**config.mk**
```make
export PLATFORM = sky130hd
export DESIGN_NAME = win_thresh_irq
export DESIGN_NICKNAME = d
export VERILOG_FILES = /design/src/rtl/win_irq_pkg.sv /design/src/rtl/win_thr_regs.sv /design/src/rtl/win_cmp.sv /design/src/rtl/win_irq_latch.sv /design/src/rtl/win_thresh_irq.sv
export SDC_FILE = /design/constraint.sdc
export NUM_CORES = 1
export LEC_CHECK = 0
export ABC_AREA = 1
export BUFFER_PORTS_ARGS = -buffer_cell sky130_fd_sc_hd__clkbuf_2
export CORE_MARGIN = 3
export CORE_UTILIZATION = 25
export CTS_BUF_LIST = sky130_fd_sc_hd__clkbuf_16
export DETAILED_ROUTE_END_ITERATION = 10
export GPL_TIMING_DRIVEN = 1
export HOLD_SLACK_MARGIN = 0.1
export PLACE_DENSITY = 0.43
export SLEW_MARGIN = 25
export SYNTH_ARGS = -nofsm -noshare
export SYNTH_HDL_FRONTEND = slang
export SYNTH_SLANG_ARGS = --single-unit
```
**constraint.sdc**
```tcl
create_clock -name clk -period 2.65 [get_ports clk]
set_input_delay 0.6625 -clock clk [delete_from_list [all_inputs] [get_ports clk]]
set_output_delay 0.6625 -clock clk [all_outputs]
set_load 0.1 [all_outputs]
```
**src/rtl/win_irq_pkg.sv**
```systemverilog
package win_irq_pkg;

    parameter int unsigned RES_W     = 16;
    parameter int unsigned BYTE_W    = 8;
    parameter int unsigned ADDR_W    = 4;
    parameter int unsigned BASE_ADDR = 2;

    // Outcome of one window compare.
    typedef struct packed {
        logic below;   // result at or under the lower bound
        logic above;   // result strictly over the upper bound
    } cmp_t;

    typedef enum logic [1:0] {
        ZONE_INSIDE = 2'd0,
        ZONE_LOW    = 2'd1,
        ZONE_HIGH   = 2'd2
    } zone_e;

    function automatic zone_e classify(input cmp_t c);
        if (c.below)      return ZONE_LOW;
        else if (c.above) return ZONE_HIGH;
        else              return ZONE_INSIDE;
    endfunction

endpackage

```
**src/rtl/win_thr_regs.sv**
```systemverilog
module win_thr_regs
    import win_irq_pkg::*;
#(
    parameter int unsigned P_RES_W  = RES_W,
    parameter int unsigned P_BYTE_W = BYTE_W,
    parameter int unsigned P_ADDR_W = ADDR_W,
    parameter int unsigned P_BASE   = BASE_ADDR
) (
    input  logic                clk,
    input  logic                rst,
    input  logic                wr_en,
    input  logic [P_ADDR_W-1:0] addr,
    input  logic [P_BYTE_W-1:0] wr_data,
    output logic [P_BYTE_W-1:0] rd_data,
    output logic [P_RES_W-1:0]  lo_thr,
    output logic [P_RES_W-1:0]  hi_thr
);
    localparam int unsigned NB   = P_RES_W / P_BYTE_W;
    localparam int unsigned NREG = 2 * NB;

    logic [P_BYTE_W-1:0] store [NREG];

    for (genvar g = 0; g < NREG; g++) begin : g_byte
        localparam logic [P_ADDR_W-1:0] MY_ADDR = P_ADDR_W'(P_BASE + g);
        always_ff @(posedge clk) begin
            if (rst)
                store[g] <= '0;
            else if (wr_en && addr == MY_ADDR)
                store[g] <= wr_data;
        end
    end

    for (genvar b = 0; b < NB; b++) begin : g_join
        assign lo_thr[b*P_BYTE_W +: P_BYTE_W] = store[b];
        assign hi_thr[b*P_BYTE_W +: P_BYTE_W] = store[NB+b];
    end

    always_comb begin
        rd_data = '0;
        for (int i = 0; i < NREG; i++) begin
            if (addr == P_ADDR_W'(P_BASE + i))
                rd_data = store[i];
        end
    end

endmodule

```
**src/rtl/win_cmp.sv**
```systemverilog
module win_cmp
    import win_irq_pkg::*;
#(
    parameter int unsigned P_RES_W = RES_W
) (
    input  logic [P_RES_W-1:0] res,
    input  logic [P_RES_W-1:0] lo_thr,
    input  logic [P_RES_W-1:0] hi_thr,
    output cmp_t               cmp
);
    // Lower edge inclusive, upper edge exclusive.
    always_comb begin
        cmp.below = (res <= lo_thr);
        cmp.above = (res >  hi_thr);
    end
endmodule

```
**src/rtl/win_irq_latch.sv**
```systemverilog
module win_irq_latch
    import win_irq_pkg::*;
(
    input  logic clk,
    input  logic rst,
    input  logic eval,
    input  cmp_t cmp,
    input  logic clr,
    output logic irq
);
    zone_e zone;
    logic  hit;

    always_comb begin
        zone = classify(cmp);
        hit  = eval && (zone != ZONE_INSIDE);
    end

    // A new hit outranks a clear in the same cycle.
    always_ff @(posedge clk) begin
        if (rst)
            irq <= 1'b0;
        else if (hit)
            irq <= 1'b1;
        else if (clr)
            irq <= 1'b0;
    end
endmodule

```
**src/rtl/win_thresh_irq.sv**
```systemverilog
module win_thresh_irq
    import win_irq_pkg::*;
#(
    parameter int unsigned P_RES_W  = RES_W,
    parameter int unsigned P_BYTE_W = BYTE_W,
    parameter int unsigned P_ADDR_W = ADDR_W,
    parameter int unsigned P_BASE   = BASE_ADDR
) (
    input  logic                clk,
    input  logic                rst,
    input  logic                wr_en,
    input  logic [P_ADDR_W-1:0] addr,
    input  logic [P_BYTE_W-1:0] wr_data,
    output logic [P_BYTE_W-1:0] rd_data,
    input  logic [P_RES_W-1:0]  res_ch0,
    input  logic [P_RES_W-1:0]  res_ch1,
    input  logic                res_valid,
    input  logic                irq_en,
    input  logic                irq_clr,
    output logic                irq
);
    logic [P_RES_W-1:0] lo_thr;
    logic [P_RES_W-1:0] hi_thr;
    cmp_t               cmp;
    logic               eval;
    logic [P_RES_W-1:0] ch1_unused;

    assign ch1_unused = res_ch1;   // second channel is not part of the window test
    assign eval       = res_valid && irq_en;

    win_thr_regs #(
        .P_RES_W(P_RES_W), .P_BYTE_W(P_BYTE_W),
        .P_ADDR_W(P_ADDR_W), .P_BASE(P_BASE)
    ) u_regs (
        .clk(clk), .rst(rst), .wr_en(wr_en), .addr(addr),
        .wr_data(wr_data), .rd_data(rd_data),
        .lo_thr(lo_thr), .hi_thr(hi_thr)
    );

    win_cmp #(.P_RES_W(P_RES_W)) u_cmp (
        .res(res_ch0), .lo_thr(lo_thr), .hi_thr(hi_thr), .cmp(cmp)
    );

    win_irq_latch u_latch (
        .clk(clk), .rst(rst), .eval(eval), .cmp(cmp),
        .clr(irq_clr), .irq(irq)
    );
endmodule

```
==> summary.md, run 1 <==
| Metric | Value |
|---|---|
| Run status | finished clean |
| First-iteration detailed-routing DRC count | 49 |
| Drt via density | 4.34 |
| Final worst-path cycle share | 0.951 |
| Worst Path Max Fanout | 9 |
| Antenna Nets Post-Route | 0 |
| Length of the first detailed-routing pass in iterations | 4 |
| Buffers on Ports | 42 |
| Clock latency on the worst-skew pair | 0.27 ns |
| Syn Area/Cell | 8.56 µm² |
| CP Class | in2out |
| Global-route wire length before repair | 9730 µm |
| Initial antenna violation count | 0 |
| DP Worst Slack | 0.0769 ns |
| Slack of the critical path | 0.129 ns |
| Worst R2R Path Depth | 10 |
| PwrDens | 533 mW/mm² |
| Worst vdd ir | 0.244 mV |
| Die width | 101 µm |
| Largest net degree at the start of global routing | 11 |
| Layout Skew | 0.00197 ns |
| Synth Warn # | 0 |
| CTS Root Cell | clkbuf_16 |
| Average wire per cell in the routed design | 14.1 µm |
| Gpl congestion | 0.840 |
| Placed Instance Area | 0.00280 mm² |
| Overall routing resource usage | 0.126 |
| Final #Nets | 403 |
| WP data required | 1.99 ns |
| Row cnt | 34 |
| # DRC | 0 |
| Fmax | 0.397 GHz |
| Cells after synthesis | 264 |
| WP data arrival | 1.86 ns |
| Mapped cell area | 0.00226 mm² |
| Synth top area share | 0.425 |
| Count of final setup violators | 0 |
| Clock sinks | 33 |
| Area grow syn2layout | 31.6% |
| Synth cell types | 20 |
| Commonest non-fill, non-tap cell in the layout | inv_1 |
| CTS tree | built |
| Slew HR | 0.636 |
| Grt total ovfl | 0 |
| Clk slew on worst S/H paths | 0.05 ns |
| Tightest Pin Transition | 0.541 ns |
| Number of global-route vias before repair | 1880 |
| Vias | 1868 |
| Hold path depth | 2 |
| Worst Setup End Kind | output port |
| Max Buffers Root-to-Sink | 2 |
| Share of cells above drive strength 1 | 0.193 |
| Initial core utilization | 0.258 |
| Die area | 0.0102 mm² |
| Most frequent cells in the layout | 56 x inv_1, 46 x nor2_1, 37 x nand2_1 |
| Leakage | 1.45 nW |
| Ranking of synthesized cells by area | edfxtp_1 43%, ha_1 18%, inv_1 9.1% |
| # diodes | 0 |
| Worst setup SP type | input port |
| #FFs+latches synth | 33 |
| Sequential area share after synthesis | 0.434 |
| RSZ-0062 raised after global routing | no |
| Slowest cell on crit path | a221oi_1 |
| Post-route cell area | 0.00298 mm² |
| Crit path time final | 2.52 ns |
| CP max stage delay | 0.33 ns |
| Worst min-delay path class | reg2reg |
| Overall routed net length | 6050 µm |
| Post-Syn Nets | 346 |
| Max_cap viols | 0 |
| Utilization after layout | 0.340 |
| Dominant cell type by area after synthesis | edfxtp_1 |
| Core Area | 0.00876 mm² |
| Critical path's most frequent cell | inv_1 |
| Io pins | 59 |
| CTS Buf Count | 5 |
| Final HPWL DP | 4930 µm |
| Die Ht | 101 µm |
| Final Hold Vio Count | 0 |
| Crit-path cells | clkbuf_2 > inv_1 > nor2_1 > nand2_2 > inv_1 > a221oi_1 > o21ai_2 > buf_12 |
| CTS HTree Levels | 2 |
| Pins Over Slew Limit | 0 |
-- routing by layer --
layer	track usage	routed length, µm	vias to the layer above
li1	-	-	992
met2	0.215	2920	38
met3	0.0221	288	2
met1	0.167	2810	836
met4	0.0276	39	0
met5	0	0	-
-- flip-flops by register name (all words and copies together), names as in the netlist --
name / flops
u_regs.store: 32
u_latch.irq: 1
-- power by group --
part           total, mW  switching, mW  internal (mW)
registers          0.616         0.0123          0.603
clock network      0.644          0.208          0.436
logic              0.326          0.208          0.119
-- cell families after synthesis --
group | count (synthesis) | synth area share
simple gates | 97 | 0.186
flops | 33 | 0.434
buf+inv | 55 | 0.0913
fa+ha+maj | 32 | 0.177
compound gates | 47 | 0.112
-- stage by stage --
step           power (mW)  cells  hold slack (ns)  setup TNS [ns]
4_1_cts              1.60    430            0.472               0
5_1_grt              1.66    430            0.494               0
2_1_floorplan       0.824    264            0.732           -3.46
3_5_place_dp        0.957    422            0.464               0
3_3_place_gp        0.953    422            0.452               0
6_report             1.59    430            0.465               0
-- worst max-delay path: cells and delay by family --
kind | cells | cell delay (ns)
AOI/OAI and AO/OA | 2 | 0.46
buffers and inverters | 4 | 0.49
and+or+nand+nor | 2 | 0.24
-- Yosys cell counts --
cell type and count:
nor3_1 1, edfxtp_1 32, dfxtp_1 1, nand2_1 37, nor2_1 47, ha_1 32
nand3_4 1, a21oi_1 22, nand3_1 4, nand4_1 3, nand2_2 1, o21a_1 1
o21ai_0 15, o22ai_1 7, nor4_1 1, a21o_1 1, a221oi_1 1, inv_1 55
nor4_4 1, nand3_2 1
-- final timing paths --
path / from / to / slack, ns
hold / removal: u_latch.irq / u_latch.irq / 0.46
setup / recovery: addr[1] / rd_data[0] / 0.13
hold reg to reg: u_latch.irq / u_latch.irq / 0.46
setup reg to reg: u_regs.store[3][7] / u_latch.irq / 0.86
-- cell type report --
cell class	instances	area [µm²]
tap	108	135
clock inverter	3	37.5
sequential	33	981
inverter	55	206
timing repair buffer	50	403
clock buffer	5	125
fill	926	5790
multi-input combinational	176	1090
-- what timing repair did --
| action | CTS | global route |
|---|---|---|
| setup buffers | 0 | 0 |
| resized for setup | 0 | 3 |
| hold buffers | 0 | 0 |
| setup endpoints to repair | 0 | 5 |
Power figures use the tool's default switching activity.
==> inputs of run 2 (changes only) <==
PLACE_DENSITY = 0.51   (was 0.43)
==> run 2 against run 1 <==
  * Non-clock buffer count increased by 7
  * Global-route usage shrank 0.16 points
  * Total power down 6.3%
  * Die area unchanged
  * Sequential power is essentially flat
  * Largest cell class unchanged
  * Largest power group is now registers
  * Highest routed layer unchanged
==> summary.md, run 2 (same netlist as run 1, synthesis figures left out) <==
| Metric | Value |
|---|---|
| Die width | 101 µm |
| Tightest Pin Transition | 0.538 ns |
| Crit path launch | addr[2] |
| Net Switching | 0.422 mW |
| CTS HTree Levels | 2 |
| Row cnt | 34 |
| Max reg flops | 32 |
| Pins Over Slew Limit | 0 |
| Comb pwr share | 0.225 |
| Overall routed net length | 5900 µm |
| Total power | 1.49 mW |
| Crit path time final | 2.55 ns |
| Largest net degree at the start of global routing | 11 |
| Reg-to-Reg Start | u_regs.store[3][7] |
| WP data required | 1.99 ns |
| Initial core utilization | 0.258 |
| Clock power frac | 0.361 |
| Drt via density | 4.44 |
| Final HPWL DP | 4940 µm |
| Most frequent cells in the layout | 56 x inv_1, 46 x nor2_1, 37 x nand2_1 |
| Layout Skew | 0.00141 ns |
| DP Worst Slack | 0.0775 ns |
| Worst Path Max Fanout | 5 |
| Slew HR | 0.643 |
| CTS tree | built |
| Initial antenna violation count | 0 |
| Max Buffers Root-to-Sink | 2 |
| # DRC | 0 |
| Core Area | 0.00876 mm² |
| Internal reg-to-reg setup slack | 0.95 ns |
| Reg power frac | 0.415 |
| Grt total ovfl | 0 |
| Fill cell count | 903 |
| Register area | 981 µm² |
| Final worst-path cycle share | 0.963 |
| Fmax | 0.392 GHz |
| PwrDens | 496 mW/mm² |
| Biggest register | u_regs.store |
| Final Hold Vio Count | 0 |
| Clock latency on the worst-skew pair | 0.27 ns |
| Slack of the critical path | 0.0977 ns |
| Antenna Nets Post-Route | 0 |
| Worst Setup End Kind | output port |
| Hold wc startpoint | u_latch.irq |
| Io pins | 59 |
| RSZ-0062 raised after global routing | no |
| Vias | 1936 |
| Run status | finished clean |
| Gpl congestion | 0.834 |
| Share of cells above drive strength 1 | 0.204 |
| First-iteration detailed-routing DRC count | 83 |
| Average wire per cell in the routed design | 13.5 µm |
| Area grow syn2layout | 32.4% |
| Leakage | 1.47 nW |
| # diodes | 0 |
| Worst vdd ir | 0.253 mV |
| Area of the multi-input gates | 0.00108 mm² |
| Setup_tns | 0 ns |
| Length of the first detailed-routing pass in iterations | 4 |
| Number of global-route vias before repair | 2028 |
| CTS Buf Count | 5 |
| Count of final setup violators | 0 |
| Die area | 0.0102 mm² |
| Die Ht | 101 µm |
| Max_cap viols | 0 |
| Post-CTS setup buffer count | 0 |
| Overall routing resource usage | 0.125 |
| Clock sinks | 33 |
| Sw Share | 0.284 |
| Global-route wire length before repair | 9650 µm |
| Commonest non-fill, non-tap cell in the layout | inv_1 |
| Clk slew on worst S/H paths | 0.05 ns |
| CTS Root Cell | clkbuf_16 |
| CP Class | in2out |
| Worst min-delay path class | reg2reg |
| Top flop regs | u_regs.store (32), u_latch.irq (1) |
| Buffers on Ports | 42 |
| WP data arrival | 1.89 ns |
| Internal power | 1.06 mW |
| Final #Nets | 410 |
| Worst setup SP type | input port |
==> run 2: cell count changes in the layout (fill, tap and decap cells not counted), sizes merged <==
cell,previous run,this run
buf,16,23
bufinv,1,0
==> run 2: area by class of cell <==
| class | count | area share |
|---|---|---|
| clock inverter | 2 | 0.00251 |
| tap | 108 | 0.0451 |
| multi-input combinational | 176 | 0.362 |
| inverter | 55 | 0.0690 |
| timing repair buffer | 57 | 0.152 |
| sequential | 33 | 0.328 |
| clock buffer | 5 | 0.0418 |
==> run 2: final timing paths <==
| check | to | cells past startpoint |
|---|---|---|
| setup / recovery | rd_data[0] | 9 |
| hold / removal | u_latch.irq | 2 |
| setup reg to reg | u_latch.irq | 9 |
| hold reg to reg | u_latch.irq | 2 |
==> run 2: routing by layer <==
layer  global-route usage  wire length, µm  up-vias
met5                    0                0        -
met1                0.161             2790      866
li1                     -                -     1005
met4               0.0562              118        0
met2                0.194             2690       54
met3               0.0346              298       11
==> run 2: stage by stage <==
| stage | hold WS (ns) | area, µm² | std cells | util |
|---|---|---|---|---|
| detailed placement | 0.457 | 2850 | 429 | 0.325 |
| CTS | 0.465 | 2980 | 436 | 0.341 |
| global placement | 0.450 | 2850 | 429 | 0.325 |
| floorplan | 0.732 | 2260 | 264 | - |
| global route | 0.500 | 2990 | 436 | 0.342 |
| finish | 0.462 | 2990 | 436 | 0.342 |
==> run 2: power groups by stage <==
stage	sequential [mW]	combinational, mW	clock [mW]
final	0.616	0.334	0.536
after floorplan	0.629	0.196	0
after global routing	0.619	0.376	0.565
after global placement	0.626	0.331	0
after detailed placement	0.627	0.334	0
after CTS	0.616	0.336	0.547
==> run 2: worst max-delay path, cell delays in order <==
cell and delay (ns):
clkbuf_2 0.10, inv_1 0.10, nor4_4 0.05, buf_4 0.16
buf_12 0.13, a221oi_1 0.22, o21ai_1 0.13, buf_4 0.16
buf_12 0.16
==> run 2: timing repair <==
action	in CTS	in global routing
hold buffers	0	0
endpoints found under the setup margin	0	2
gates resized for setup	0	2
==> inputs of run 3 (changes only) <==
CTS_BUF_LIST = unset   (was sky130_fd_sc_hd__clkbuf_16)
clock period = 3.1 ns   (was 2.65 ns; I/O delays follow)
==> run 3 against run 2 <==
  * First-iteration DRC count up 54%
  * Largest cell class unchanged
  * Non-clock buffer count down 7
  * Combinational power down 17%
  * Hold slack better by 0.0020 ns
  * Clock power down 41%
  * Die area unchanged
  * Critical path depth down 2
  * Critical path type unchanged
==> summary.md, run 3 (same netlist as run 1, synthesis figures left out) <==
| Metric | Value |
|---|---|
| Top flop regs | u_regs.store (32), u_latch.irq (1) |
| Pins Over Slew Limit | 0 |
| Utilization after layout | 0.327 |
| Largest net degree at the start of global routing | 11 |
| Die Ht | 101 µm |
| Core Area | 0.00876 mm² |
| PwrDens | 391 mW/mm² |
| WP data required | 2.32 ns |
| Worst setup SP type | input port |
| Hold-fix buffers, CTS | 0 |
| Run status | finished clean |
| CTS Buf Count | 5 |
| Post-CTS setup buffer count | 0 |
| Clock latency on the worst-skew pair | 0.29 ns |
| Average wire per cell in the routed design | 14.1 µm |
| First-iteration detailed-routing DRC count | 128 |
| Overall routing resource usage | 0.124 |
| Share of cells above drive strength 1 | 0.186 |
| Global-route wire length before repair | 9400 µm |
| Antenna Nets Post-Route | 0 |
| Leakage | 1.40 nW |
| RSZ-0062 raised after global routing | no |
| Fmax | 0.358 GHz |
| Vias | 1908 |
| Number of global-route vias before repair | 1948 |
| Clock sinks | 33 |
| Tightest Pin Transition | 0.539 ns |
| Post-cts resize count | 0 |
| Overall routed net length | 6080 µm |
| Grt total ovfl | 0 |
| CTS HTree Levels | 2 |
| Final Hold Vio Count | 0 |
| Total power | 1.12 mW |
| Max Buffers Root-to-Sink | 2 |
| Initial antenna violation count | 0 |
| # DRC | 0 |
| Buffers on Ports | 42 |
| Worst min-delay path class | reg2reg |
| Commonest non-fill, non-tap cell in the layout | inv_1 |
| Worst Setup End Kind | output port |
| Die width | 101 µm |
| Length of the first detailed-routing pass in iterations | 5 |
| Initial core utilization | 0.258 |
| Io pins | 59 |
| Worst vdd ir | 0.148 mV |
| CTS Root Cell | clkbuf_8 |
| Max reg flops | 32 |
| CP Class | in2out |
| Worst Path Max Fanout | 10 |
| Layout Skew | 0.0136 ns |
| Final worst-path cycle share | 0.901 |
| Area grow syn2layout | 26.8% |
| Die area | 0.0102 mm² |
| Placed Cells | 422 |
| Row cnt | 34 |
| CTS tree | built |
| WP data arrival | 2.02 ns |
| Max_cap viols | 0 |
| Slew HR | 0.642 |
| Drt via density | 4.44 |
| Clk slew on worst S/H paths | 0.08 ns |
| # diodes | 0 |
| Biggest register | u_regs.store |
| Most frequent cells in the layout | 55 x inv_1, 47 x nor2_1, 37 x nand2_1 |
| Gpl congestion | 0.840 |
| Count of final setup violators | 0 |
| Crit path time final | 2.79 ns |
| Non-filler cells, final | 430 |
| Final #Nets | 403 |
| Final HPWL DP | 4950 µm |
==> run 3: area by class of cell <==
type / instances / area, µm²
fill: 941 / 5900
multi-input combinational: 176 / 1070
sequential: 33 / 981
timing repair buffer: 50 / 390
inverter: 55 / 206
tap: 108 / 135
clock buffer: 5 / 68.8
clock inverter: 3 / 12.5
==> run 3: report_power, final <==
| group | total, mW | switching (mW) | internal (mW) |
|---|---|---|---|
| sequential | 0.526 | 0.0107 | 0.515 |
| clock | 0.316 | 0.165 | 0.151 |
| combinational | 0.278 | 0.177 | 0.101 |
==> run 3: critical path, cell delays in order <==
cell,delay [ns]
clkbuf_2,0.12
nor2_1,0.19
nand3_2,0.27
nor2_1,0.17
a221oi_1,0.06
o21ai_1,0.20
buf_12,0.22
==> run 3: through the flow <==
step / cell area (µm²) / setup TNS [ns] / worst slack (ns) / hold WS, ns
after global placement: 2790 / 0 / 0.300 / 0.451
after global routing: 2870 / 0 / 0.198 / 0.501
after floorplan: 2260 / -1.66 / -0.207 / 0.844
after CTS: 2870 / 0 / 0.290 / 0.468
final: 2870 / 0 / 0.307 / 0.464
after detailed placement: 2790 / 0 / 0.305 / 0.458
==> run 3: worst paths after layout <==
path	start	to	slack, ns	cells after the start
hold reg to reg	u_latch.irq	u_latch.irq	0.46	2
setup reg to reg	u_regs.store[3][7]	u_latch.irq	1.42	9
hold / removal	u_latch.irq	u_latch.irq	0.46	2
setup / recovery	addr[3]	rd_data[0]	0.31	7
==> run 3: routing by layer <==
metal,vias up,part of all wire,global-route usage
met5,-,0,0
met4,0,0.023,0.0481
met3,10,0.058,0.0318
met2,47,0.46,0.206
met1,856,0.46,0.153
li1,995,-,-
